**src/rtl/sdfa_pkg.sv**
```systemverilog
package sdfa_pkg;
  localparam int unsigned NARROW_BITS   = 36;
  localparam int unsigned WIDE_BITS     = 51;
  localparam int unsigned NARROW_PER_WD = 7;
  localparam int unsigned WIDE_PER_WD   = 5;
  localparam int unsigned NARROW_POS_W  = 5;
  localparam int unsigned WIDE_POS_W    = 6;
  localparam int unsigned NARROW_BLK_WD = 5;
  localparam int unsigned WIDE_BLK_WD   = 13;
  localparam int unsigned WOFF_W        = 4;
  localparam int unsigned UNIT_SEL_W    = 3;

  typedef enum logic {ELEM_NARROW = 1'b0, ELEM_WIDE = 1'b1} elem_kind_e;

  function automatic logic [2:0] last_slot(input logic wide);
    return wide ? 3'(WIDE_PER_WD - 1) : 3'(NARROW_PER_WD - 1);
  endfunction

  function automatic logic [7:0] slot_to_bits(input logic [2:0] slot, input logic wide);
    logic [7:0] s8;
    s8 = {5'd0, slot};
    return wide ? (s8 << 5) + (s8 << 4) + (s8 << 1) + s8
                : (s8 << 5) + (s8 << 2);
  endfunction
endpackage

```
**src/rtl/sdf_slot_lut.sv**
```systemverilog
module sdf_slot_lut #(
  parameter int unsigned PER_WORD = 7,
  parameter int unsigned POS_W    = 5,
  parameter int unsigned WOFF_W   = 4
) (
  input  logic [POS_W-1:0]  pos_i,
  output logic [WOFF_W-1:0] woff_o,
  output logic [2:0]        slot_o
);
  localparam int unsigned ENTRIES  = 1 << POS_W;
  localparam int unsigned LAST_OFF = (ENTRIES - 1) / PER_WORD;

  logic [WOFF_W-1:0] woff_tab [ENTRIES];
  logic [2:0]        slot_tab [ENTRIES];

  for (genvar e = 0; e < ENTRIES; e++) begin : g_entry
    assign woff_tab[e] = WOFF_W'(e / PER_WORD);
    assign slot_tab[e] = 3'(e % PER_WORD);
  end

  assign woff_o = woff_tab[pos_i];
  assign slot_o = slot_tab[pos_i];

  always_comb begin
    AST_LUT_SLOT_IN_WORD: assert (slot_o < 3'(PER_WORD)) else $error("slot beyond word");
    AST_LUT_OFF_IN_BLOCK: assert (woff_o <= WOFF_W'(LAST_OFF)) else $error("offset beyond block");
  end
endmodule

```
**src/rtl/sdf_block_scale.sv**
```systemverilog
module sdf_block_scale #(
  parameter int unsigned BLK_LEN = 5,
  parameter int unsigned IN_W    = 20,
  parameter int unsigned OUT_W   = 27
) (
  input  logic [IN_W-1:0]  blk_i,
  output logic [OUT_W-1:0] words_o
);
  localparam int unsigned TERMS = $clog2(BLK_LEN + 1);

  logic [OUT_W-1:0] ext;
  logic [OUT_W-1:0] part [TERMS];

  assign ext = OUT_W'(blk_i);

  for (genvar b = 0; b < TERMS; b++) begin : g_term
    if (((BLK_LEN >> b) & 1) != 0) begin : g_on
      assign part[b] = ext << b;
    end else begin : g_off
      assign part[b] = '0;
    end
  end

  always_comb begin
    words_o = '0;
    for (int b = 0; b < TERMS; b++) words_o = words_o + part[b];
  end
endmodule

```
**src/rtl/sdf_elem_addr.sv**
```systemverilog
module sdf_elem_addr
  import sdfa_pkg::*;
#(
  parameter int unsigned UADDR_W = 30,
  parameter int unsigned IDX_W   = 24,
  localparam int unsigned WADDR_W = UADDR_W - UNIT_SEL_W
) (
  input  logic               clk,
  input  logic               rst_n,
  input  logic               in_valid,
  input  logic [UADDR_W-1:0] in_uaddr,
  input  logic [IDX_W-1:0]   in_index,
  input  logic               in_indexed,
  input  logic               in_wide,
  output logic               out_valid,
  output logic [WADDR_W-1:0] out_word,
  output logic [2:0]         out_slot,
  output logic [7:0]         out_bitoff,
  output logic               out_invalid
);
  localparam int unsigned SUM_W  = IDX_W + 1;
  localparam int unsigned NBLK_W = SUM_W - NARROW_POS_W;
  localparam int unsigned WBLK_W = SUM_W - WIDE_POS_W;

  logic [WADDR_W-1:0]    base_word;
  logic [UNIT_SEL_W-1:0] unit_sel;
  logic [SUM_W-1:0]      elem_sum;

  assign base_word = in_uaddr[UADDR_W-1:UNIT_SEL_W];
  assign unit_sel  = in_uaddr[UNIT_SEL_W-1:0];
  assign elem_sum  = SUM_W'(in_index) + SUM_W'(unit_sel);

  // narrow path: 32 elements over 5 words
  logic [WOFF_W-1:0]  n_woff;
  logic [2:0]         n_slot;
  logic [WADDR_W-1:0] n_blk_words;

  sdf_slot_lut #(.PER_WORD(NARROW_PER_WD), .POS_W(NARROW_POS_W), .WOFF_W(WOFF_W)) u_lut_n (
    .pos_i (elem_sum[NARROW_POS_W-1:0]),
    .woff_o(n_woff),
    .slot_o(n_slot)
  );

  sdf_block_scale #(.BLK_LEN(NARROW_BLK_WD), .IN_W(NBLK_W), .OUT_W(WADDR_W)) u_scale_n (
    .blk_i  (elem_sum[SUM_W-1:NARROW_POS_W]),
    .words_o(n_blk_words)
  );

  // wide path: 64 elements over 13 words
  logic [WOFF_W-1:0]  w_woff;
  logic [2:0]         w_slot;
  logic [WADDR_W-1:0] w_blk_words;

  sdf_slot_lut #(.PER_WORD(WIDE_PER_WD), .POS_W(WIDE_POS_W), .WOFF_W(WOFF_W)) u_lut_w (
    .pos_i (elem_sum[WIDE_POS_W-1:0]),
    .woff_o(w_woff),
    .slot_o(w_slot)
  );

  sdf_block_scale #(.BLK_LEN(WIDE_BLK_WD), .IN_W(WBLK_W), .OUT_W(WADDR_W)) u_scale_w (
    .blk_i  (elem_sum[SUM_W-1:WIDE_POS_W]),
    .words_o(w_blk_words)
  );

  // selection between direct and indexed forms
  logic               direct_illegal;
  logic [WADDR_W-1:0] idx_word;
  logic [2:0]         idx_slot;
  logic [WADDR_W-1:0] next_word;
  logic [2:0]         next_slot;

  assign direct_illegal = !in_indexed && (unit_sel > last_slot(in_wide));

  always_comb begin
    if (in_wide == ELEM_WIDE) begin
      idx_word = base_word + w_blk_words + WADDR_W'(w_woff);
      idx_slot = w_slot;
    end else begin
      idx_word = base_word + n_blk_words + WADDR_W'(n_woff);
      idx_slot = n_slot;
    end
    next_word = in_indexed ? idx_word : base_word;
    next_slot = in_indexed ? idx_slot : unit_sel;
  end

  logic r_wide;

  always_ff @(posedge clk or negedge rst_n) begin
    if (!rst_n) begin
      out_valid   <= 1'b0;
      out_word    <= '0;
      out_slot    <= '0;
      out_bitoff  <= '0;
      out_invalid <= 1'b0;
      r_wide      <= 1'b0;
    end else begin
      out_valid <= in_valid;
      if (in_valid) begin
        r_wide      <= in_wide;
        out_invalid <= direct_illegal;
        if (!direct_illegal) begin
          out_word   <= next_word;
          out_slot   <= next_slot;
          out_bitoff <= slot_to_bits(next_slot, in_wide);
        end
      end
    end
  end

  AST_VALID_FOLLOWS: assert property (@(posedge clk) disable iff (!rst_n) in_valid |=> out_valid);
  AST_VALID_DROPS: assert property (@(posedge clk) disable iff (!rst_n) !in_valid |=> !out_valid);
  AST_IDLE_HOLDS: assert property (@(posedge clk) disable iff (!rst_n)
    !in_valid |=> $stable(out_word) && $stable(out_slot) && $stable(out_invalid));
  AST_NARROW_SLOT: assert property (@(posedge clk) disable iff (!rst_n)
    out_valid && !out_invalid && !r_wide |-> out_slot <= 3'd6);
  AST_WIDE_SLOT: assert property (@(posedge clk) disable iff (!rst_n)
    out_valid && !out_invalid && r_wide |-> out_slot <= 3'd4);
  AST_ILLEGAL_HOLDS: assert property (@(posedge clk) disable iff (!rst_n)
    out_valid && out_invalid |-> $stable(out_word) && $stable(out_slot) && $stable(out_bitoff));
  AST_INDEXED_NEVER_BAD: assert property (@(posedge clk) disable iff (!rst_n)
    in_valid && in_indexed |=> !out_invalid);
  AST_BITOFF_FITS: assert property (@(posedge clk) disable iff (!rst_n)
    out_valid && !out_invalid |-> out_bitoff <= 8'd216);
endmodule

```
**config.mk**
```make
export PLATFORM = sky130hd
export DESIGN_NAME = sdf_elem_addr
export DESIGN_NICKNAME = d
export VERILOG_FILES = /design/src/rtl/sdfa_pkg.sv /design/src/rtl/sdf_slot_lut.sv /design/src/rtl/sdf_block_scale.sv /design/src/rtl/sdf_elem_addr.sv
export SDC_FILE = /design/constraint.sdc
export NUM_CORES = 1
export LEC_CHECK = 0
export ABC_AREA = 0
export BUFFER_PORTS_ARGS = -buffer_cell sky130_fd_sc_hd__clkbuf_2
export CELL_PAD_IN_SITES_DETAIL_PLACEMENT = 1
export CELL_PAD_IN_SITES_GLOBAL_PLACEMENT = 1
export CORE_UTILIZATION = 30
export CTS_BUF_LIST = sky130_fd_sc_hd__clkbuf_8
export DETAILED_ROUTE_END_ITERATION = 7
export GPL_TIMING_DRIVEN = 0
export PLACE_DENSITY_LB_ADDON = 0.1
export SKIP_LAST_GASP = 1
export SYNTH_ARGS = -nofsm -noshare
export SYNTH_HDL_FRONTEND = slang
export SYNTH_SLANG_ARGS = --single-unit
```
**constraint.sdc**
```tcl
create_clock -name clk -period 1.1 [get_ports clk]
set_clock_uncertainty 0.2 [all_clocks]
set_input_delay 0.33 -clock clk [delete_from_list [all_inputs] [get_ports clk]]
set_output_delay 0.33 -clock clk [all_outputs]
set_load 0.02 [all_outputs]
```
== Word level (Yosys, flattened, before mapping) ==
Memory sizes are Yosys's and may differ from the RTL's.
Index checks and enable logic that the tools add are counted.

* Add/subtract/negate cells: 12
* $lt $le $gt $ge: 3
* Bitwise operators: 3
* Reduce and logical (&&, ||, !) cells: 3
* Muxes and demuxes: 14

{| class="wikitable"
|+ Operators with widths
! operator !! count
|-
| 27-bit adder || 2
|-
| 27-bit by 4-bit adder with 27-bit output || 2
|-
| 27-bit two-way mux || 2
|-
| 24-bit by 3-bit adder with 25-bit output || 1
|-
| 20-bit by 22-bit adder with 23-bit output || 1
|-
| 22-bit by 22-bit adder with 23-bit output || 1
|-
| 19-bit by 21-bit adder with 22-bit output || 1
|-
| 3-bit two-way mux || 6
|-
| 4-bit two-way mux || 4
|-
| 8-bit by 3-bit adder with 8-bit output || 1
|-
| 8-bit by 4-bit adder with 8-bit output || 1
|-
| 8-bit by 5-bit adder with 8-bit output || 1
|-
| 8-bit by 7-bit adder with 8-bit output || 1
|-
| 8-bit two-way mux || 1
|-
| 7-bit greater-or-equal comparator, second input constant || 1
|-
| 6-bit inverter with 7-bit output || 1
|-
| 6-bit greater-or-equal comparator, second input constant || 1
|-
| 5-bit inverter with 6-bit output || 1
|-
| 3-bit greater-than comparator || 1
|-
| 2-bit two-way mux || 1
|-
| 2-bit AND reduction || 1
|-
| 1-bit logical AND || 1
|-
| 1-bit zero test || 1
|-
| 1-bit inverter || 1
|}

* Flip-flop bits (word level): 40
* Output and inout bits: 40
* Memories kept: 4
* Memory bits (read-only): 672
* Word-level logic and storage cells: 44
* Input port bits: 59

{| class="wikitable"
|+ Memory list
! memory !! words !! width !! read ports !! clocked after Yosys merged registers in !! write ports !! line !! RTL
|-
| (no name shown) || 64 || 4 || 1 || 0 || 0 || sdf_slot_lut.sv:21 || <nowiki>assign woff_o = woff_tab[pos_i];</nowiki>
|-
| (no name shown) || 64 || 3 || 1 || 0 || 0 || sdf_slot_lut.sv:22 || <nowiki>assign slot_o = slot_tab[pos_i];</nowiki>
|-
| (no name shown) || 32 || 4 || 1 || 0 || 0 || sdf_slot_lut.sv:21 ||
|-
| (no name shown) || 32 || 3 || 1 || 0 || 0 || sdf_slot_lut.sv:22 ||
|}

== Longest topological paths before layout ==
Gate-level depths: netlist of the first run.

* Word-level depth: 11
* Mapped depth: 33
* Depth with buffers taken out: 32

== By module ==
Synthesis of the first run repeated with hierarchy kept, for this count alone.

* Cell total of the unflattened synthesis: 1126
* Area, all modules: 9100.0 um^2

{| class="wikitable"
|+ Modules (own cells, without submodules)
! module !! area an instance (um^2) !! times used !! cells each !! sequential area each (um^2)
|-
| sdf_elem_addr || 5665.4 || 1 || 677 || 1001.0
|-
| sdf_block_scale (u_scale_w) || 1405.1 || 1 || 170 || 0.0
|-
| sdf_block_scale (u_scale_n) || 1104.8 || 1 || 150 || 0.0
|-
| sdf_slot_lut (u_lut_w) || 629.4 || 1 || 91 || 0.0
|-
| sdf_slot_lut (u_lut_n) || 295.3 || 1 || 38 || 0.0
|}

== Worst setup path after synthesis of the first run ==
Ideal clock, no wire load.

* Path type: input to register
* From: input port in_uaddr[0]
* To: register out_word[23]
* Cell stages on the path: 30
* Path slack: -5.438 ns
* Library setup time: 0.101 ns
* Required time: 0.799 ns
* Data arrival time: 6.237 ns
* Path through: ha_1 > inv_1 > fa_1 > nand2b_1 > a21o_1 > xnor2_1 > xnor2_1 > ha_1 > or2_2 > ha_1 > a21o_1 > a21oi_1 > o21ai_0 > a211o_1 > a31oi_1 > o21a_1 > o2111ai_1 > a31o_2 > a21oi_1 > xnor2_1 > ha_1 > ha_1 > and3_1 > a31oi_1 > nand2_1 > a21oi_1 > o21ai_0 > xor2_1 > nor2_1 > nor4_1

* Longest elaborated chain between the ends: 8
* Elaborated cells between the ends (all ways): 22

{| class="wikitable"
|+ RTL lines
! element !! line !! RTL
|-
| from (decl) || sdf_elem_addr.sv:11 || <nowiki>input logic [UADDR_W-1:0] in_uaddr,</nowiki>
|-
| branches (longest 8 deep; another with 27-bit adder) || n/a ||
|-
| to (signal assigned) || sdf_elem_addr.sv:102 || <nowiki>out_word <= next_word;</nowiki>
|-
| to (decl) || sdf_elem_addr.sv:16 || <nowiki>output logic [WADDR_W-1:0] out_word,</nowiki>
|}

Parallel ways; which one is timed is not known. The select of a mux whose other input is x is not followed.
A chain may end at the register's enable or synchronous reset.

== Worst setup path after layout of the first run ==
* From: input port in_uaddr[0]
* To: register out_word[26]

Same word-level chain as after synthesis.

==> flow_summary.ini, run 1 <==
[floorplan]
rows = 63
initial_core_util_pct = 30.78
ios = 99
die_w_um = 177.3
core_mm2 = 0.02995
die-area_mm2 = 0.03144
die_y_um = 177.3

[worst_setup_path]
critPathRequiredTime_ps = 1070
cp_slowest_stage_delay_ps = 400
cp.arrival_ps = 5990
worst_setup_path_end_kind = flop
startpoint_type = input pin
critPathKind = in2reg
worst_path_max_delay_cell = fa_2
worst-path-max-fanout = 5
path_common_cell = ha_4

[logic_synthesis]
async_flop_share_pct = 100.0
synth-edff-count = 0
synth_nets = 1421
synth_top_family_by_area = compound AO/OA/AOI/OAI gates
yosys_warnings = 0
synth.avg_cell_area_um2 = 7.657
synthMuxAreaShare_pct = 1.561
synth_compound_area_share_pct = 28.73
synthFlopType = dfrtp_1
mappedNetlistArea_mm2 = 0.009219
synthAdderAreaFrac_pct = 22.83
synth_xor_xnor_area_share_pct = 10.79
synthDistinctLibCells = 90
synth-simple-area-share_pct = 19.53
synth.ff_latch_count = 40
synthCells = 1204
synth_seq_area_share_pct = 10.86

[grt]
antenna_found_initial = 1
grt_max_degree = 41
grt_pass1_wl_um = 56700
grt-ovfl-total = 0
grt_usage_pct = 22.79
grt_pass1_vias = 10165

[sta]
rsz0062_at_grt = true
layout_setup_ws_ps = -4918
layout_worst_path_cycle_share_pct = 547.1
slew_viol_final = 0
final-hold-violation-count = 40
tns_ps = -156850
hold_slack_ps = -165.9
max_freq_ghz = 0.1662
period_needed_ps = 6018
maxSlewHeadroom_pct = 41.58
setup_viol = 79
tightest_slew_ps = 854.3

[route]
initialDrtViolationCount = 449
top_layer = met4
firstDrtPassIters = 5
ant_nets = 0
vias_per_cell = 5.550
met3_length_um = 1257
routedWlPerCell_um = 20.31
num_vias = 10273
wl_met2_um = 18300
routed_wl_um = 37600
wl_met1_um = 17550
drc = 0

[clock_network]
ctsHtreeMaxLevel = 2
insertion_delay_ps = 300
numCtsBuffers = 5
cts_tree = done
cts.sinks = 40
hold_buffers = 1
clkTransAtPathRegs_ps = 80
clockBufferDepth = 2
root_buffer = clkbuf_8

[layout]
seqCellArea_mm2 = 0.001001
fillers = 3498
multi_input_area_mm2 = 0.009679
area_growth_pct = 52.47
fin_nets = 1676
drive_gt1_share_pct = 39.52

[pwr]
p_leak_nw = 6.019
powerDensity_mw_per_mm2 = 1668
vdd_drop_max_mv = 0.6479

[outcome]
status = complete, but fails checks
violations = hold timing, setup timing

[place]
pre_cts_slack_ps = -6382
hpwl_um = 28020
gp_congestion = 0.8325
portBuffers = 91

[flow_run]
max-cap-violations = 0

[hold_path]
hold_path.class = in2async
## metal layers
layer / track usage [%] / vias up
met4: 3.312 / 0
met5: 0 / -
met1: 31.86 / 5112
li1: - / 4942
met3: 1.328 / 34
met2: 39.08 / 185
## sequential cells by signal, indices dropped and copies added (netlist names)
| signal | count |
|---|---|
| out_bitoff | 8 |
| out_slot | 3 |
| out_word | 27 |
| out_invalid | 1 |
| out_valid | 1 |
## per-stage QoR
stage	total power, W	instance area, um^2	utilization (%)	cells	hold slack [ps]
6_report	0.02344	14060	46.93	1851	-165.9
5_1_grt	0.02514	14050	46.92	1850	-114.6
4_1_cts	0.02057	12650	42.23	1782	35.08
3_5_place_dp	0.01624	10700	35.72	1685	267.4
3_3_place_gp	0.01610	10700	35.72	1685	255.9
2_1_floorplan	0.01269	9757	-	1204	-165.6
## critical path, delay by kind of cell
family          cells  cell delay (ps)
compound gates     14             2640
fa+ha+maj           6             1490
simple gates        4              750
xor+xnor            4              480
buf+inv             3              290
## logic make-up after synthesis
logic type	after synthesis
and+or+nand+nor	370
adders and majority gates	158
muxes	14
AOI/OAI and AO/OA	391
buffers and inverters	120
xor gates and xnor gates	111
DFF	40
## cells in the final DEF (no fill, tap or decap), types with 18 or more instances in the layout
cell type,netlist,final
o21ai_1,4,41
ha_4,0,34
nor3_1,32,27
a21o_1,31,29
xor2_1,28,20
dfrtp_1,40,40
o21ai_0,101,43
a21oi_2,0,24
nor2_1,90,75
inv_1,69,57
xnor2_1,80,53
clkbuf_2,0,47
ha_1,141,96
o21ai_2,1,19
nand2_1,111,102
xnor2_2,2,18
nand3_1,32,27
buf_6,4,75
a21oi_1,69,40
buf_4,2,127
## report_power, final
| part | leakage (nW) | total (W) | switching (W) | internal, W |
|---|---|---|---|---|
| Combinational | 5.48 | 0.0201 | 0.0103 | 0.00975 |
| Sequential | 0.482 | 0.00218 | 0.000331 | 0.00185 |
| Clock | 0.0593 | 0.00121 | 0.000542 | 0.000665 |
## worst paths after layout
check	from	endpoint	slack, ps	depth (start not counted)
min in group clk	in_uaddr[29]	out_word[26]	140	3
worst max-delay path	in_uaddr[0]	out_word[26]	-4920	31
worst min-delay path	rst_n	out_bitoff[4]	-170	1
worst max register to register	out_word[21]	out_word[21]	-90	3
max in group asynchronous	rst_n	out_word[5]	460	1
worst min register to register	out_bitoff[2]	out_bitoff[2]	310	2
## synth_stat cells, types with 23 or more instances
library cell | instances | area [um^2]
a211oi_1 | 24 | 180.2
clkbuf_1 | 28 | 105.1
a31oi_1 | 23 | 143.9
nor2_1 | 90 | 337.8
a21oi_1 | 69 | 345.3
nand2_1 | 111 | 416.7
dfrtp_1 | 40 | 1001
inv_1 | 69 | 259.0
o21ai_0 | 101 | 505.5
nand3_1 | 32 | 160.2
xor2_1 | 28 | 245.2
ha_1 | 141 | 1764
xnor2_1 | 80 | 700.7
a21o_1 | 31 | 232.7
nor3_1 | 32 | 160.2
## cell type report
cell class                 instances  share of cell area [%]
multi-input combinational       1044                   68.86
inverter                          71                   1.985
sequential                        40                   7.121
clock buffer                       5                  0.4896
tap                              390                   3.472
timing repair buffer             248                   14.92
clock inverter                     3                  0.2759
antenna                            1                 0.01780
buffer                            49                   2.857
## timing repair
action                                 CTS  global route
gates cloned                             1             0
setup endpoints to repair              119           119
buffers inserted                        89            73
pin swaps                              126           144
endpoints found under the hold margin    1            40
gates resized for setup                237           257
Power figures use the tool's default switching activity.
==> run 2, diff against run 1 <==
--- a/config.mk
+++ b/config.mk
@@ -6,7 +6,7 @@
 export NUM_CORES = 1
 export LEC_CHECK = 0
 export ABC_AREA = 0
-export BUFFER_PORTS_ARGS = -buffer_cell sky130_fd_sc_hd__clkbuf_2
+export BUFFER_PORTS_ARGS = -buffer_cell sky130_fd_sc_hd__buf_2
 export CELL_PAD_IN_SITES_DETAIL_PLACEMENT = 1
 export CELL_PAD_IN_SITES_GLOBAL_PLACEMENT = 1
 export CORE_UTILIZATION = 30
@@ -17,4 +17,5 @@
 export SKIP_LAST_GASP = 1
 export SYNTH_ARGS = -nofsm -noshare
 export SYNTH_HDL_FRONTEND = slang
+export SYNTH_HIERARCHICAL = 1
 export SYNTH_SLANG_ARGS = --single-unit
==> flow_summary.ini, run 2 <==
[logic_synthesis]
async_flop_share_pct = 100.0
synth_seq_area_share_pct = 11.00
synth.ff_latch_count = 40
synth-edff-count = 0
synth_area_leaders = ha_1, dfrtp_1, fa_1
yosys.area.top_type_share_pct = 20.90
yosys_warnings = 6
synth.avg_cell_area_um2 = 8.082
synthCells = 1126
yosys.area.top_type = ha_1
synthFlopType = dfrtp_1
synthDistinctLibCells = 86
yosysMostFrequentCell = ha_1
ys_top_cells_by_count = ha_1, nand2_1, a21oi_1, o21ai_0, nor2_1
mappedNetlistArea_mm2 = 0.009100

[layout]
final_util_pct = 45.08
final_common_cell = buf_4
regMostFlops = out_word
final_cell_mix = buf_4, ha_1, nand2_1
fillers = 3387
fin_cells = 1751
antenna_cells = 0
drive_gt1_share_pct = 37.77
multi_input_area_mm2 = 0.009394
largest_reg_flops = 27
area_growth_pct = 47.20
fin_nets = 1601
seqCellArea_mm2 = 0.001001
top_regs = out_word x27, out_bitoff x8, out_slot x3

[pwr]
p_clk_share_pct = 5.8
sw_frac_of_total_pct = 47.55
pwr-share-comb_pct = 84.3
p_leak_nw = 5.794
seqPwrFrac_pct = 9.9
vdd_drop_max_mv = 0.6529
intPower_w = 0.01198
powerDensity_mw_per_mm2 = 1704
switching_power_w = 0.01086

[route]
ant_nets = 0
initialDrtViolationCount = 325
vias_per_cell = 5.258
routed_wl_um = 32750
routedWlPerCell_um = 18.70
drc = 0
num_vias = 9207
firstDrtPassIters = 4

[floorplan]
die_y_um = 176.2
initial_core_util_pct = 30.62
rows = 63
die_w_um = 176.2
ios = 99
die-area_mm2 = 0.03103
core_mm2 = 0.02972

[flow_run]
max-cap-violations = 0

[clock_network]
clkTransAtPathRegs_ps = 90
root_buffer = clkbuf_8
ctsHtreeMaxLevel = 2
insertion_delay_ps = 300
numCtsBuffers = 5
cts.sinks = 40
cts_tree = done
hold_buffers = 0
clockBufferDepth = 2

[worst_setup_path]
worst-path-max-fanout = 4
crit_family = compound AO/OA/AOI/OAI gates
cp.arrival_ps = 6120
r2r_start = out_word[24]
startpoint_type = input pin
startpoint = in_uaddr[0]
worst_setup_path_end_kind = flop
critPathRequiredTime_ps = 1080
reg2reg_to = out_word[24]
critPathKind = in2reg
cp_slowest_stage_delay_ps = 490
ff2ff_path_depth = 4
crit_buf_inv = 4
r2r_slack_ps = -210
worst_path_max_delay_cell = fa_1

[sta]
period_needed_ps = 6137
rsz0062_at_grt = true
max_freq_ghz = 0.1629
final-hold-violation-count = 40
maxSlewHeadroom_pct = 48.27
tightest_slew_ps = 775.9
slew_viol_final = 0
layout_setup_ws_ps = -5037
setup_viol = 79
layout_worst_path_cycle_share_pct = 557.9
hold_slack_ps = -155.2

[place]
portBuffers = 97
gp_congestion = 0.8494
hpwl_um = 25650
placed_cells = 1619

[outcome]
status = complete, but fails checks
violations = hold timing, setup timing

[grt]
grt_pass1_wl_um = 51230
grt_pass1_vias = 9500
grt_max_degree = 41
grt-ovfl-total = 0
grt_usage_pct = 20.90
antenna_found_initial = 0

[hold_path]
hold_path.class = in2async
## run 2: cell types whose count changed in the layout (fill, tap and decap cells not counted), moves of 14 or more
cell and change:
clkbuf_2 -47, a21oi_1 +34, nor3_1 -18, buf_2 +55, inv_1 -29, xnor2_1 -18
buf_6 -14
## run 2: per-layer routing
layer,up-vias,global-route usage [%],share of wire (%),routed length (um)
li1,4611,-,-,-
met1,4455,30.07,50,16390
met2,120,35.19,47,15330
met3,21,0.8398,2.0,659
met4,0,2.826,1.1,359
met5,-,0,0,0
## run 2: worst register-to-register path: cells and delay by family, from the launching register on
| kind | cells | cell delay [ps] |
|---|---|---|
| compound gates | 2 | 330 |
| flops | 1 | 400 |
| buf+inv | 2 | 250 |
## run 2: power by group through the flow
stage	sequential (W)	clock (W)	combinational, W
final	0.00226	0.00133	0.0192
after global routing	0.00229	0.00142	0.0210
after global placement	0.00219	0	0.0151
after floorplan	0.00265	0	0.0109
after CTS	0.00225	0.00137	0.0177
after detailed placement	0.00220	0	0.0152
## run 2: worst max path at each step
stage                         to  slack [ps]  cells past startpoint
global route        out_word[24]       -5260                     32
CTS                 out_word[24]       -5040                     29
detailed placement  out_word[24]       -6540                     25
global placement    out_word[24]       -6430                     25
finish              out_word[24]       -5040                     28
floorplan           out_word[24]       -4730                     27
## run 2: layout make-up
class,count,area share (%)
plain buffers,47,2.980
clock buffers,6,0.6165
clock inverters,2,0.2896
inverters,44,1.336
multi-input cells,998,70.13
flip-flops and latches,40,7.472
well taps,390,3.643
repair buffers,224,13.53
## run 2: what timing repair did
item | 4_1_cts | 5_1_grt
gates cloned | 2 | 0
buffers inserted | 80 | 46
endpoints found under the hold margin | 0 | 40
pin swaps | 71 | 73
setup endpoints to repair | 79 | 119
resized for setup | 191 | 121
## run 2: kinds of logic after synthesis
| group | after synthesis | synth area share, % |
|---|---|---|
| AO/OA/AOI/OAI | 368 | 26.73 |
| XOR/XNOR | 100 | 9.625 |
| adder cells (fa/ha/maj) | 183 | 27.61 |
| buffers and inverters | 94 | 5.005 |
| flip-flops | 40 | 11.00 |
| multiplexers | 25 | 3.382 |
| other | 3 | 0.1237 |
| AND/OR/NAND/NOR | 313 | 16.53 |
## run 2: stage by stage
| step | cell area (um^2) | worst slack [ps] | total power (W) | setup TNS, ps | hold slack (ps) |
|---|---|---|---|---|---|
| 4_1_cts | 12540 | -5042 | 0.02128 | -153600 | 8.051 |
| 5_1_grt | 13400 | -5261 | 0.02467 | -168250 | -114.1 |
| 6_report | 13400 | -5037 | 0.02283 | -159540 | -155.2 |
| 3_3_place_gp | 10860 | -6426 | 0.01728 | -184290 | 256.7 |
| 2_1_floorplan | 9891 | -4734 | 0.01356 | -132260 | -165.6 |
| 3_5_place_dp | 10860 | -6542 | 0.01738 | -186360 | 273.3 |
==> run 3, diff against run 2 <==
--- a/config.mk
+++ b/config.mk
@@ -14,6 +14,7 @@
 export DETAILED_ROUTE_END_ITERATION = 7
 export GPL_TIMING_DRIVEN = 0
 export PLACE_DENSITY_LB_ADDON = 0.1
+export SETUP_SLACK_MARGIN = 0.2
 export SKIP_LAST_GASP = 1
 export SYNTH_ARGS = -nofsm -noshare
 export SYNTH_HDL_FRONTEND = slang
==> flow_summary.ini, run 3 (synthesis gave the netlist of run 2 again) <==
[outcome]
violations = hold timing, setup timing
status = complete, but fails checks

[worst_setup_path]
critPathRequiredTime_ps = 1080
critPathKind = in2reg
worst_path_max_delay_cell = fa_1
worst-path-max-fanout = 4
startpoint_type = input pin
worst_setup_path_end_kind = flop
path_common_cell = ha_4
cp.arrival_ps = 6150
cp_slowest_stage_delay_ps = 580

[place]
portBuffers = 97
gp_congestion = 0.8496
hpwl_um = 25700

[clock_network]
clkTransAtPathRegs_ps = 90
clockBufferDepth = 2
numCtsBuffers = 5
cts_tree = done
insertion_delay_ps = 300
cts.sinks = 40
root_buffer = clkbuf_8
ctsHtreeMaxLevel = 2

[grt]
grt_max_degree = 41
grt-ovfl-total = 0
grt_pass1_vias = 9732
antenna_found_initial = 2
grt_usage_pct = 21.34
grt_pass1_wl_um = 52620

[flow_run]
max-cap-violations = 0

[pwr]
pwr-share-comb_pct = 85.1
p_leak_nw = 5.837
vdd_drop_max_mv = 0.6204
p_clk_share_pct = 4.8
switching_power_w = 0.01108
powerDensity_mw_per_mm2 = 1687
sw_frac_of_total_pct = 48.06
intPower_w = 0.01198
power_w = 0.02306
seqPwrFrac_pct = 10.1

[floorplan]
rows = 63
ios = 99
die-area_mm2 = 0.03103
core_mm2 = 0.02972
die_w_um = 176.2
initial_core_util_pct = 30.62
die_y_um = 176.2

[route]
routedWlPerCell_um = 19.06
num_vias = 9381
vias_per_cell = 5.303
firstDrtPassIters = 4
drc = 0
ant_nets = 0
initialDrtViolationCount = 285
routed_wl_um = 33710

[layout]
fin_nets = 1617
top_regs = out_word x27, out_bitoff x8, out_slot x3
final_cell_mix = buf_4, ha_1, nand2_1
largest_reg_flops = 27
area_growth_pct = 50.23
regMostFlops = out_word
drive_gt1_share_pct = 41.25
final_common_cell = buf_4

[sta]
period_needed_ps = 6167
slew_viol_final = 0
layout_worst_path_cycle_share_pct = 560.6
tightest_slew_ps = 836.4
hold_slack_ps = -194.2
rsz0062_at_grt = true
final-hold-violation-count = 40
max_freq_ghz = 0.1622
setup_viol = 79
layout_setup_ws_ps = -5067
maxSlewHeadroom_pct = 44.24
tns_ps = -165620

[hold_path]
hold_path.class = in2async
==> run 3: changes by cell type in the layout (fill, tap and decap cells not counted), sizes merged <==
cell,delta
clkinv,-1
diode,+2
clkbuf,-1
bufinv,-1
buf,+17
clkinvlp,+2
==> run 3: power by group through the flow <==
stage / Clock [W] / Sequential [W] / Combinational (W)
floorplan: 0 / 0.00274 / 0.0109
global placement: 0 / 0.00225 / 0.0151
detailed placement: 0 / 0.00226 / 0.0152
CTS: 0.00114 / 0.00232 / 0.0179
global route: 0.00119 / 0.00238 / 0.0213
finish: 0.00110 / 0.00233 / 0.0196
==> run 3: final cells by class <==
class	instances	area, um^2
diodes	2	5.005
repair buffers	237	1964
clock inverters	2	15.01
clock buffers	6	82.58
flip-flops and latches	40	1049
inverters	44	181.4
multi-input cells	998	9464
well taps	390	488.0
plain buffers	50	421.7
fillers	3395	16050
==> run 3: per-layer routing <==
metal	wire (um)	GRT usage [%]	vias up
li1	-	-	4636
met1	16610	29.63	4586
met2	16020	36.70	129
met3	569	0.9690	30
met4	516	3.913	0
met5	0	0	-
==> run 3: final timing paths <==
kind | start | endpoint | slack [ps] | depth (start not counted)
setup / recovery | in_uaddr[0] | out_word[24] | -5070 | 29
setup reg to reg | out_word[24] | out_word[24] | -210 | 4
min in group clk | in_valid | out_valid | 20 | 1
hold reg to reg | out_word[4] | out_word[4] | 310 | 2
max in group asynchronous | rst_n | out_word[20] | 470 | 1
hold / removal | rst_n | out_slot[1] | -190 | 1
==> run 3: repair_timing <==
item / CTS / global route
pin swaps: 72 / 86
setup endpoints to repair: 119 / 79
setup buffers: 90 / 50
endpoints found under the hold margin: 40 / 40
gates cloned: 0 / 0
gates resized for setup: 254 / 83
==> run 3: per-stage QoR <==
stage	setup slack [ps]	instances	util [%]	hold WS [ps]	instance area [um^2]
after global routing	-5284	1769	46.00	-167.6	13670
final	-5067	1769	46.00	-194.2	13670
after global placement	-6385	1619	36.72	264.4	10910
after CTS	-4994	1717	43.64	-187.5	12970
after detailed placement	-6375	1619	36.72	274.9	10910
after floorplan	-4734	1132	-	-165.6	9938
==> run 3: critical path: cells and delay by family <==
family                     cells  cell delay (ps)
and+or+nand+nor                8             1330
buffers and inverters          4              320
adders and majority gates      6             1760
AOI/OAI and AO/OA              9             1980
xor gates and xnor gates       2              390
